$ cat src/rtl/sio_irq_pkg.sv
package sio_irq_pkg;
   localparam int OFF_MASK  = 'h14;
   localparam int OFF_RAW   = 'h18;
   localparam int OFF_MIS   = 'h1C;
   localparam int OFF_CLR   = 'h20;
   localparam int NUM_SRC   = 4;
   localparam int B_TXHALF  = 3;
   localparam int B_RXHALF  = 2;
   localparam int B_TMO     = 1;
   localparam int B_OVR     = 0;

   typedef struct packed {
      logic tx_half;
      logic rx_half;
      logic tmo;
      logic ovr;
   } irq_src_t;
endpackage

$ cat src/rtl/sio_occ_cnt.sv
module sio_occ_cnt #(
   parameter int DEPTH = 8,
   localparam int CW = $clog2(DEPTH + 1)
) (
   input  logic          clk,
   input  logic          rst_n,
   input  logic          push,
   input  logic          pop,
   output logic [CW-1:0] level,
   output logic          full,
   output logic          push_lost
);
   logic pop_ok, push_ok;

   assign full      = (level == CW'(DEPTH));
   assign pop_ok    = pop && (level != '0);
   assign push_ok   = push && (!full || pop_ok);
   // a push that found no room: the caller decides what that means
   assign push_lost = push && full && !pop_ok;

   always_ff @(posedge clk or negedge rst_n) begin
      if (!rst_n)
         level <= '0;
      else begin
         case ({push_ok, pop_ok})
            2'b10:   level <= level + 1'b1;
            2'b01:   level <= level - 1'b1;
            default: level <= level;
         endcase
      end
   end
endmodule

$ cat src/rtl/sio_rx_idle.sv
module sio_rx_idle #(
   parameter int TMO_W = 12
) (
   input  logic             clk,
   input  logic             rst_n,
   input  logic             activity,
   input  logic             nonempty,
   input  logic [TMO_W-1:0] limit,
   output logic             fire
);
   logic [TMO_W-1:0] idle_q;

   // fires on the edge that completes the limit-th idle cycle; the counter
   // then parks at the limit, so one stretch gives one event
   assign fire = (limit != '0) && nonempty && !activity
                 && (idle_q == limit - 1'b1);

   always_ff @(posedge clk or negedge rst_n) begin
      if (!rst_n)
         idle_q <= '0;
      else if (activity || !nonempty)
         idle_q <= '0;
      else if (idle_q < limit)
         idle_q <= idle_q + 1'b1;
   end
endmodule

$ cat src/rtl/sio_irq_regs.sv
module sio_irq_regs
   import sio_irq_pkg::*;
#(
   parameter int AW = 8,
   parameter int DW = 32
) (
   input  logic          clk,
   input  logic          rst_n,
   input  logic          tx_half,
   input  logic          rx_half,
   input  logic          tmo_set,
   input  logic          tmo_drop,
   input  logic          ovr_set,
   input  logic          reg_wr,
   input  logic [AW-1:0] reg_addr,
   input  logic [DW-1:0] reg_wdata,
   output logic [DW-1:0] reg_rdata,
   output irq_src_t      raw,
   output logic [NUM_SRC-1:0] mask,
   output logic          irq
);
   logic tmo_q, ovr_q;
   logic sel_mask, sel_raw, sel_mis, sel_clr;
   logic [NUM_SRC-1:0] masked;

   assign sel_mask = (reg_addr == AW'(OFF_MASK));
   assign sel_raw  = (reg_addr == AW'(OFF_RAW));
   assign sel_mis  = (reg_addr == AW'(OFF_MIS));
   assign sel_clr  = (reg_addr == AW'(OFF_CLR));

   assign raw.tx_half = tx_half;
   assign raw.rx_half = rx_half;
   assign raw.tmo     = tmo_q;
   assign raw.ovr     = ovr_q;

   // sticky flags: a set event outranks any clear in the same cycle
   always_ff @(posedge clk or negedge rst_n) begin
      if (!rst_n) begin
         tmo_q <= 1'b0;
         ovr_q <= 1'b0;
      end else begin
         if (tmo_set)
            tmo_q <= 1'b1;
         else if (tmo_drop || (reg_wr && sel_clr && reg_wdata[B_TMO]))
            tmo_q <= 1'b0;
         if (ovr_set)
            ovr_q <= 1'b1;
         else if (reg_wr && sel_clr && reg_wdata[B_OVR])
            ovr_q <= 1'b0;
      end
   end

   always_ff @(posedge clk or negedge rst_n) begin
      if (!rst_n)
         mask <= '0;
      else if (reg_wr && sel_mask)
         mask <= reg_wdata[NUM_SRC-1:0];
   end

   for (genvar i = 0; i < NUM_SRC; i++) begin : g_gate
      assign masked[i] = raw[i] & mask[i];
   end

   always_ff @(posedge clk or negedge rst_n) begin
      if (!rst_n)
         irq <= 1'b0;
      else
         irq <= |masked;
   end

   always_comb begin
      reg_rdata = '0;
      if (sel_mask)
         reg_rdata[NUM_SRC-1:0] = mask;
      else if (sel_raw)
         reg_rdata[NUM_SRC-1:0] = raw;
      else if (sel_mis)
         reg_rdata[NUM_SRC-1:0] = masked;
   end
endmodule

$ cat src/rtl/sio_irq_stat.sv
module sio_irq_stat
   import sio_irq_pkg::*;
#(
   parameter int DEPTH = 8,
   parameter int TMO_W = 12,
   parameter int AW    = 8,
   parameter int DW    = 32
) (
   input  logic             clk,
   input  logic             rst_n,
   input  logic             tx_push,
   input  logic             tx_pop,
   input  logic             rx_push,
   input  logic             rx_pop,
   input  logic [TMO_W-1:0] tmo_limit,
   input  logic             reg_wr,
   input  logic [AW-1:0]    reg_addr,
   input  logic [DW-1:0]    reg_wdata,
   output logic [DW-1:0]    reg_rdata,
   output logic             irq
);
   localparam int CW   = $clog2(DEPTH + 1);
   localparam int HALF = DEPTH / 2;

   if (DEPTH < 2 || (DEPTH % 2) != 0) begin : g_bad_depth
      $error("sio_irq_stat: DEPTH must be even and at least 2");
   end
   if (AW < 6) begin : g_bad_aw
      $error("sio_irq_stat: AW must reach offset 0x20");
   end
   if (DW < NUM_SRC) begin : g_bad_dw
      $error("sio_irq_stat: DW narrower than the status vector");
   end
   if (TMO_W < 1) begin : g_bad_tw
      $error("sio_irq_stat: TMO_W must be positive");
   end

   logic [CW-1:0] tx_level, rx_level;
   logic          tx_full, rx_full;
   logic          tx_lost, rx_lost;
   logic          tmo_fire;
   irq_src_t      raw_w;
   logic [NUM_SRC-1:0] mask_w;

   sio_occ_cnt #(.DEPTH(DEPTH)) u_tx_occ (
      .clk(clk), .rst_n(rst_n), .push(tx_push), .pop(tx_pop),
      .level(tx_level), .full(tx_full), .push_lost(tx_lost)
   );

   sio_occ_cnt #(.DEPTH(DEPTH)) u_rx_occ (
      .clk(clk), .rst_n(rst_n), .push(rx_push), .pop(rx_pop),
      .level(rx_level), .full(rx_full), .push_lost(rx_lost)
   );

   sio_rx_idle #(.TMO_W(TMO_W)) u_idle (
      .clk(clk), .rst_n(rst_n),
      .activity(rx_push || rx_pop),
      .nonempty(rx_level != '0),
      .limit(tmo_limit),
      .fire(tmo_fire)
   );

   sio_irq_regs #(.AW(AW), .DW(DW)) u_regs (
      .clk(clk), .rst_n(rst_n),
      .tx_half(tx_level <= CW'(HALF)),
      .rx_half(rx_level >= CW'(HALF)),
      .tmo_set(tmo_fire),
      .tmo_drop(rx_push),
      .ovr_set(rx_lost),
      .reg_wr(reg_wr), .reg_addr(reg_addr), .reg_wdata(reg_wdata),
      .reg_rdata(reg_rdata),
      .raw(raw_w), .mask(mask_w), .irq(irq)
   );

   logic unused_ok;
   assign unused_ok = &{1'b0, tx_full, rx_full, tx_lost};
endmodule

$ cat config.mk
export PLATFORM = sky130hd
export DESIGN_NAME = sio_irq_stat
export DESIGN_NICKNAME = d
export VERILOG_FILES = /design/src/rtl/sio_irq_pkg.sv /design/src/rtl/sio_occ_cnt.sv /design/src/rtl/sio_rx_idle.sv /design/src/rtl/sio_irq_regs.sv /design/src/rtl/sio_irq_stat.sv
export SDC_FILE = /design/constraint.sdc
export NUM_CORES = 1
export LEC_CHECK = 0
export CORE_ASPECT_RATIO = 1.4
export CORE_MARGIN = 5
export CORE_UTILIZATION = 40
export DETAILED_ROUTE_END_ITERATION = 12
export GPL_ROUTABILITY_DRIVEN = 0
export PLACE_DENSITY_LB_ADDON = 0.05
export SETUP_SLACK_MARGIN = 0.3
export SLEW_MARGIN = 10
export SYNTH_ARGS = -nofsm -noshare
export SYNTH_HDL_FRONTEND = slang
export SYNTH_SLANG_ARGS = --single-unit
export TNS_END_PERCENT = 30
$ cat constraint.sdc
create_clock -name clk -period 3.38 [get_ports clk]
set_clock_uncertainty 0.15 [all_clocks]
set_input_delay 0.507 -clock clk [delete_from_list [all_inputs] [get_ports clk]]
set_output_delay 0.507 -clock clk [all_outputs]
set_load 0.01 [all_outputs]
==> impl_metrics.toml, run 1 <==
[outcome]
outcome = "finished clean"

[route]
vias = 2129
detail_route.wl_per_cell_um = 13.7
antenna_left = 0
drt_wl_total_mm = 5.63
drt_iter0_markers = 72
drtPass1Iterations = 4
viasPerCell = 5.18
post-route-drc-count = 0

[synthesis]
synthArstFlopShare_pct = 100
synth_flop_cell = "dfrtp_1"
yosysWarnings = 0
yosys_register_bits = 27
synth_cell_type_count = 49
synth.avg_cell_area_um2 = 8.24
yosysSeqAreaShare_pct = 27.2
synth_edf_count = 0
syn_inst = 301
syn-cell-area_um2 = 2480
synth_area_leader_cell = "dfrtp_1"
synth.area.top_cells = "dfrtp_1, ha_1, buf_4"
synth_top_area_share_pct = 27.2

[timing]
rsz0062_at_grt = "yes"
fin_crit_ns = 3.11
period_share_pct = 92.0
max_freq_mhz = 322
maxSlewViolCount = 0
final_hold_viol_count = 0
setup_violations = 0

[clock_network]
cts-root-buf = "clkbuf_8"
cts_made_buffers = 3
clock_latency_ns = 0.28
cts.clk_slew.worst_paths_ns = 0.09
clockBufferDepth = 2
postCtsHoldBufs = 0
cts_sinks = 27
htree_levels = 1
cts_tree = "done"

[power]
p_leak_nw = 1.34
vdd_ir_drop_max_uv = 164
power_density_nw_per_um2 = 371

[setup_path]
worstSetupPathType = "in -> out"
critical_path_required_ns = 2.72
crit_path_max_fanout = 3
arrival_ns = 2.45
cp-end-kind = "output port"
startpoint_type = "input pin"

[grt]
grt_pass1_wl_mm = 9.29
grt_pass1_vias = 2075
grt_max_degree = 28
grt_remaining_overflow = 0
grt_antenna_before_repair = 0
grtUsageTotal_pct = 14.2

[place]
placed_cells = 406
numPortBuffers = 35
dp_hpwl_mm = 4.60
post_dp_cell_area_um2 = 2830

[finish]
final_core_util_pct = 47.3
n_antenna_cell = 0
fin_area_um2 = 2900
syn_to_final_growth_pct = 16.7
final_common_cell = "clkdlybuf4s50_1"
drive_gt1_share_pct = 6.78
final_nets = 420
final_cell_mix = "clkdlybuf4s50_1, inv_1, conb_1, dfrtp_1, a21oi_1"
fillers = 645
final-instance-count-excl-fill = 411

[floorplanning]
die-area_um2 = 7900
die_h_um = 103
core-area_um2 = 6130
pin_count = 92
fp.dieW_um = 76.6
initial_core_util_pct = 40.5
rows = 34

[worst_hold_path]
hp-class = "reg -> reg"

[flow_run]
drv_cap = 0
==> path summary, 6_finish.rpt <==
| check | startpoint | to | slack [ns] | cells past startpoint |
|---|---|---|---|---|
| max in group asynchronous | rst_n | u_idle.idle_q[0]$_DFFE_PN0P_ | 2.36 | 2 |
| worst min register to register | u_regs.ovr_q$_DFFE_PN0P_ | u_regs.ovr_q$_DFFE_PN0P_ | 0.38 | 2 |
| worst min-delay path | u_regs.ovr_q$_DFFE_PN0P_ | u_regs.ovr_q$_DFFE_PN0P_ | 0.38 | 2 |
| worst max register to register | u_rx_occ.level[1]$_DFFE_PN0P_ | u_rx_occ.level[3]$_DFFE_PN0P_ | 0.61 | 11 |
| worst max-delay path | reg_addr[7] | reg_rdata[3] | 0.27 | 7 |
| min in group asynchronous | rst_n | u_rx_occ.level[3]$_DFFE_PN0P_ | 0.45 | 2 |
==> cell families (layout without fill, tap and decap cells) <==
group | Yosys count | after routing | synth area share, %
and+or+nand+nor | 85 | 85 | 18.7
buffers and inverters | 65 | 76 | 14.5
muxes | 3 | 3 | 1.21
other | 1 | 28 | 0.151
AOI/OAI and AO/OA | 80 | 80 | 20.4
DFF | 27 | 27 | 27.2
adders and majority gates | 21 | 21 | 11.2
xor gates and xnor gates | 19 | 19 | 6.71
==> cell usage after synthesis, types with 2 or more instances <==
cell / count
fa_1: 2
ha_1: 19
mux2i_1: 3
clkbuf_1: 5
nand3_1: 8
or4_1: 4
nand2_1: 16
a21oi_1: 23
nor2b_1: 4
o31ai_1: 4
a211oi_1: 2
o21a_1: 4
a221oi_1: 4
xor2_1: 9
or2_2: 2
a21o_1: 6
nand2b_1: 2
nor2_1: 17
buf_4: 28
dfrtp_1: 27
o21ai_0: 22
nand4_1: 6
xnor2_1: 10
a31oi_1: 3
nor4_1: 3
or3_1: 12
buf_2: 2
inv_1: 29
nor3_1: 5
==> through the flow <==
stage	TNS [ns]	total power (W)	hold slack (ns)	setup WS, ns
6_report	0	0.00107	0.378	0.270
5_1_grt	0	0.00117	0.420	0.191
4_1_cts	0	0.00109	0.377	0.0411
3_5_place_dp	-0.272	0.000892	0.355	-0.0869
3_3_place_gp	-0.199	0.000881	0.354	-0.0539
2_1_floorplan	0	0.000769	0.0614	0.873
==> power by group <==
part	total [W]	leakage (nW)	switching, W	internal [W]
clock network	0.000194	0.0217	0.000110	0.0000838
registers	0.000452	0.334	0.0000628	0.000389
logic	0.000428	0.984	0.000227	0.000201
total	0.00107	1.34	0.000400	0.000675
==> flip-flops by register name, indices dropped and copies added, names as in the netlist <==
name,flops
u_regs.mask,4
u_tx_occ.level,4
u_rx_occ.level,4
u_regs.irq,1
u_regs.tmo_q,1
u_regs.ovr_q,1
u_idle.idle_q,12
==> cell type report <==
| cell class | instances | area (µm²) | share of cell area [%] |
|---|---|---|---|
| clock inverters | 1 | 7.51 | 0.259 |
| well taps | 72 | 90.1 | 3.11 |
| multi-input cells | 236 | 1570 | 54.1 |
| inverters | 29 | 109 | 3.76 |
| repair buffers | 43 | 405 | 14.0 |
| flip-flops and latches | 27 | 676 | 23.3 |
| clock buffers | 3 | 41.3 | 1.43 |
==> worst max-delay path: stages <==
cell	delay (ns)
clkdlybuf4s50_1	0.40
or4_4	0.55
nor3b_4	0.23
o21ai_2	0.10
buf_4	0.15
a221oi_1	0.21
dlygate4sd2_1	0.30
==> layer usage <==
| metal | routed length (µm) | GRT usage [%] | part of all wire (%) | vias to the layer above |
|---|---|---|---|---|
| li1 | - | - | - | 1088 |
| met3 | 198 | 2.43 | 3.5 | 4 |
| met2 | 3180 | 29.5 | 56 | 30 |
| met4 | 38 | 3.23 | 0.67 | 0 |
| met1 | 2220 | 14.8 | 39 | 1007 |
| met5 | 0 | 0 | 0 | - |
==> what timing repair did <==
item,4_1_cts,5_1_grt
setup buffers,1,0
pin swaps,0,1
resized for setup,4,9
hold endpoints to repair,0,0
setup endpoints to repair,4,9
No activity file was read; power rests on OpenSTA's default activity.
==> run 2: changes to the inputs <==
--- a/config.mk
+++ b/config.mk
@@ -10,7 +10,7 @@
 export CORE_UTILIZATION = 40
 export DETAILED_ROUTE_END_ITERATION = 12
 export GPL_ROUTABILITY_DRIVEN = 0
-export PLACE_DENSITY_LB_ADDON = 0.05
+export PLACE_DENSITY = 0.73
 export SETUP_SLACK_MARGIN = 0.3
 export SLEW_MARGIN = 10
 export SYNTH_ARGS = -nofsm -noshare
==> run 2 against run 1 <==
First-iteration DRC count is 47% higher. Worst setup slack better by 0.16 ns. Non-clock buffer count is 2 lower. Sequential share of layout area is 0.091 points higher. Wire length is 5.6% lower. Die area stayed put. Count of clock-buffer cells in the layout stayed put. Clock power is 6% lower. Maximum frequency is 5.6% higher. Hold slack worse by 0.0054 ns. Largest cell class unchanged.
==> impl_metrics.toml, run 2 (synthesized netlist as in run 1, its figures left out) <==
[outcome]
outcome = "finished clean"

[power]
comb_power_share_pct = 40.3
power_density_nw_per_um2 = 372
internal-power_w = 0.000675
p_leak_nw = 1.36
switching_share_pct = 37.1
p_clk_share_pct = 17.1
fin_total_pwr_w = 0.00107
sequentialPowerShare_pct = 42.6
p_sw_w = 0.000399
vdd_ir_drop_max_uv = 196

[clock_network]
cts_tree = "done"
clockBufferDepth = 2
cts.clk_slew.worst_paths_ns = 0.09
htree_levels = 1
cts_setup_buffers = 0
cts_made_buffers = 3
clock_latency_ns = 0.27
cts-root-buf = "clkbuf_8"
cts_sinks = 27

[finish]
final_nets = 418
final_cell_mix = "clkdlybuf4s50_1, inv_1, conb_1, dfrtp_1, a21oi_1"
top_register = "u_idle.idle_q"
drive_gt1_share_pct = 5.64
n_antenna_cell = 0
largest_reg_flops = 12
final-instance-count-excl-fill = 409
final_common_cell = "clkdlybuf4s50_1"
syn_to_final_growth_pct = 16.2

[setup_path]
crit_chain = "clkdlybuf4s50_1 > or4_1 > nor3b_2 > o21ai_1 > a221oi_2 > dlygate4sd2_1"
critical_path_required_ns = 2.72
startpoint_type = "input pin"
critPathBufInv = 2
cp_top_family = "simple AND/OR/NAND/NOR gates"
worstSetupPathType = "in -> out"
cp-end-kind = "output port"
slowest_stage = "or4_1"
max_stage_delay_ns = 0.57
arrival_ns = 2.29
crit_path_max_fanout = 4

[timing]
final_hold_viol_count = 0
period_share_pct = 87.1
hold_ws_ns = 0.373
setup_ws_ns = 0.435
fin_crit_ns = 2.94
finalSetupTns_ns = 0
maxSlewViolCount = 0
setup_violations = 0
rsz0062_at_grt = "no"
max_freq_mhz = 340

[floorplanning]
core-area_um2 = 6130
die_h_um = 103
fp.dieW_um = 76.6
rows = 34
die-area_um2 = 7900
pin_count = 92
initial_core_util_pct = 40.5

[grt]
grt_max_degree = 28
grt_pass1_wl_mm = 9.06
grt_pass1_vias = 2120
grtUsageTotal_pct = 13.4
grt_antenna_before_repair = 0
grt_remaining_overflow = 0

[route]
post-route-drc-count = 0
drt_wl_total_mm = 5.32
vias = 2207
drt_iter0_markers = 106
drtPass1Iterations = 5
viasPerCell = 5.40
detail_route.wl_per_cell_um = 13.0
antenna_left = 0

[worst_hold_path]
hp-class = "reg -> reg"

[place]
dp_hpwl_mm = 4.35
place_ws_ns = -0.0560
placed_cells = 405
numPortBuffers = 35

[flow_run]
drv_cap = 0
run 2: area by class of cell:
type,count,area (µm²)
fillers,617,3240
well taps,72,90.1
clock inverters,1,7.51
flip-flops and latches,27,676
repair buffers,41,402
clock buffers,3,41.3
multi-input cells,236,1560
inverters,29,109
run 2: metrics by stage:
step / instance area [µm²] / util, %
6_report: 2880 / 47.1
5_1_grt: 2880 / 47.1
4_1_cts: 2870 / 46.8
3_5_place_dp: 2820 / 46.0
3_3_place_gp: 2820 / 46.0
2_1_floorplan: 2580 / -
run 2: routing by layer:
metal	part of all wire, %	track usage [%]
met5	0	0
met4	0.56	2.96
met3	6.3	2.95
met2	53	26.8
met1	40	14.4
run 2: repair_timing:
action / 4_1_cts / 5_1_grt
endpoints found under the setup margin: 4 / 4
hold endpoints to repair: 0 / 0
hold buffers: 0 / 0
gates resized for setup: 2 / 5
pin swaps: 0 / 0
run 2: path summary, 6_finish.rpt:
| path | start | end | slack [ns] | cells after the start |
|---|---|---|---|---|
| worst max-delay path | reg_addr[7] | reg_rdata[1] | 0.44 | 6 |
| worst min-delay path | u_regs.ovr_q$_DFFE_PN0P_ | u_regs.ovr_q$_DFFE_PN0P_ | 0.37 | 2 |
| worst max register to register | u_tx_occ.level[1]$_DFFE_PN0P_ | u_tx_occ.level[3]$_DFFE_PN0P_ | 0.63 | 10 |
| worst min register to register | u_regs.ovr_q$_DFFE_PN0P_ | u_regs.ovr_q$_DFFE_PN0P_ | 0.37 | 2 |
| max in group asynchronous | rst_n | u_idle.idle_q[2]$_DFFE_PN0P_ | 2.37 | 2 |
| min in group asynchronous | rst_n | u_tx_occ.level[3]$_DFFE_PN0P_ | 0.46 | 2 |
run 2: power groups by stage:
| stage | combinational, W | sequential (W) | clock, W |
|---|---|---|---|
| floorplan | 0.000323 | 0.000446 | 0 |
| global placement | 0.000409 | 0.000459 | 0 |
| detailed placement | 0.000434 | 0.000463 | 0 |
| CTS | 0.000437 | 0.000456 | 0.000193 |
| global route | 0.000495 | 0.000465 | 0.000206 |
| finish | 0.000433 | 0.000458 | 0.000183 |
run 2: worst reg2reg max path, stage by stage (launching register included):
cell,delay (ns)
dfrtp_1,0.44
or3_1,0.46
o21ai_0,0.31
inv_1,0.14
ha_1,0.30
a21o_1,0.16
a21oi_1,0.23
nand2b_1,0.16
nor2_1,0.06
a31oi_1,0.14
o21ai_0,0.09
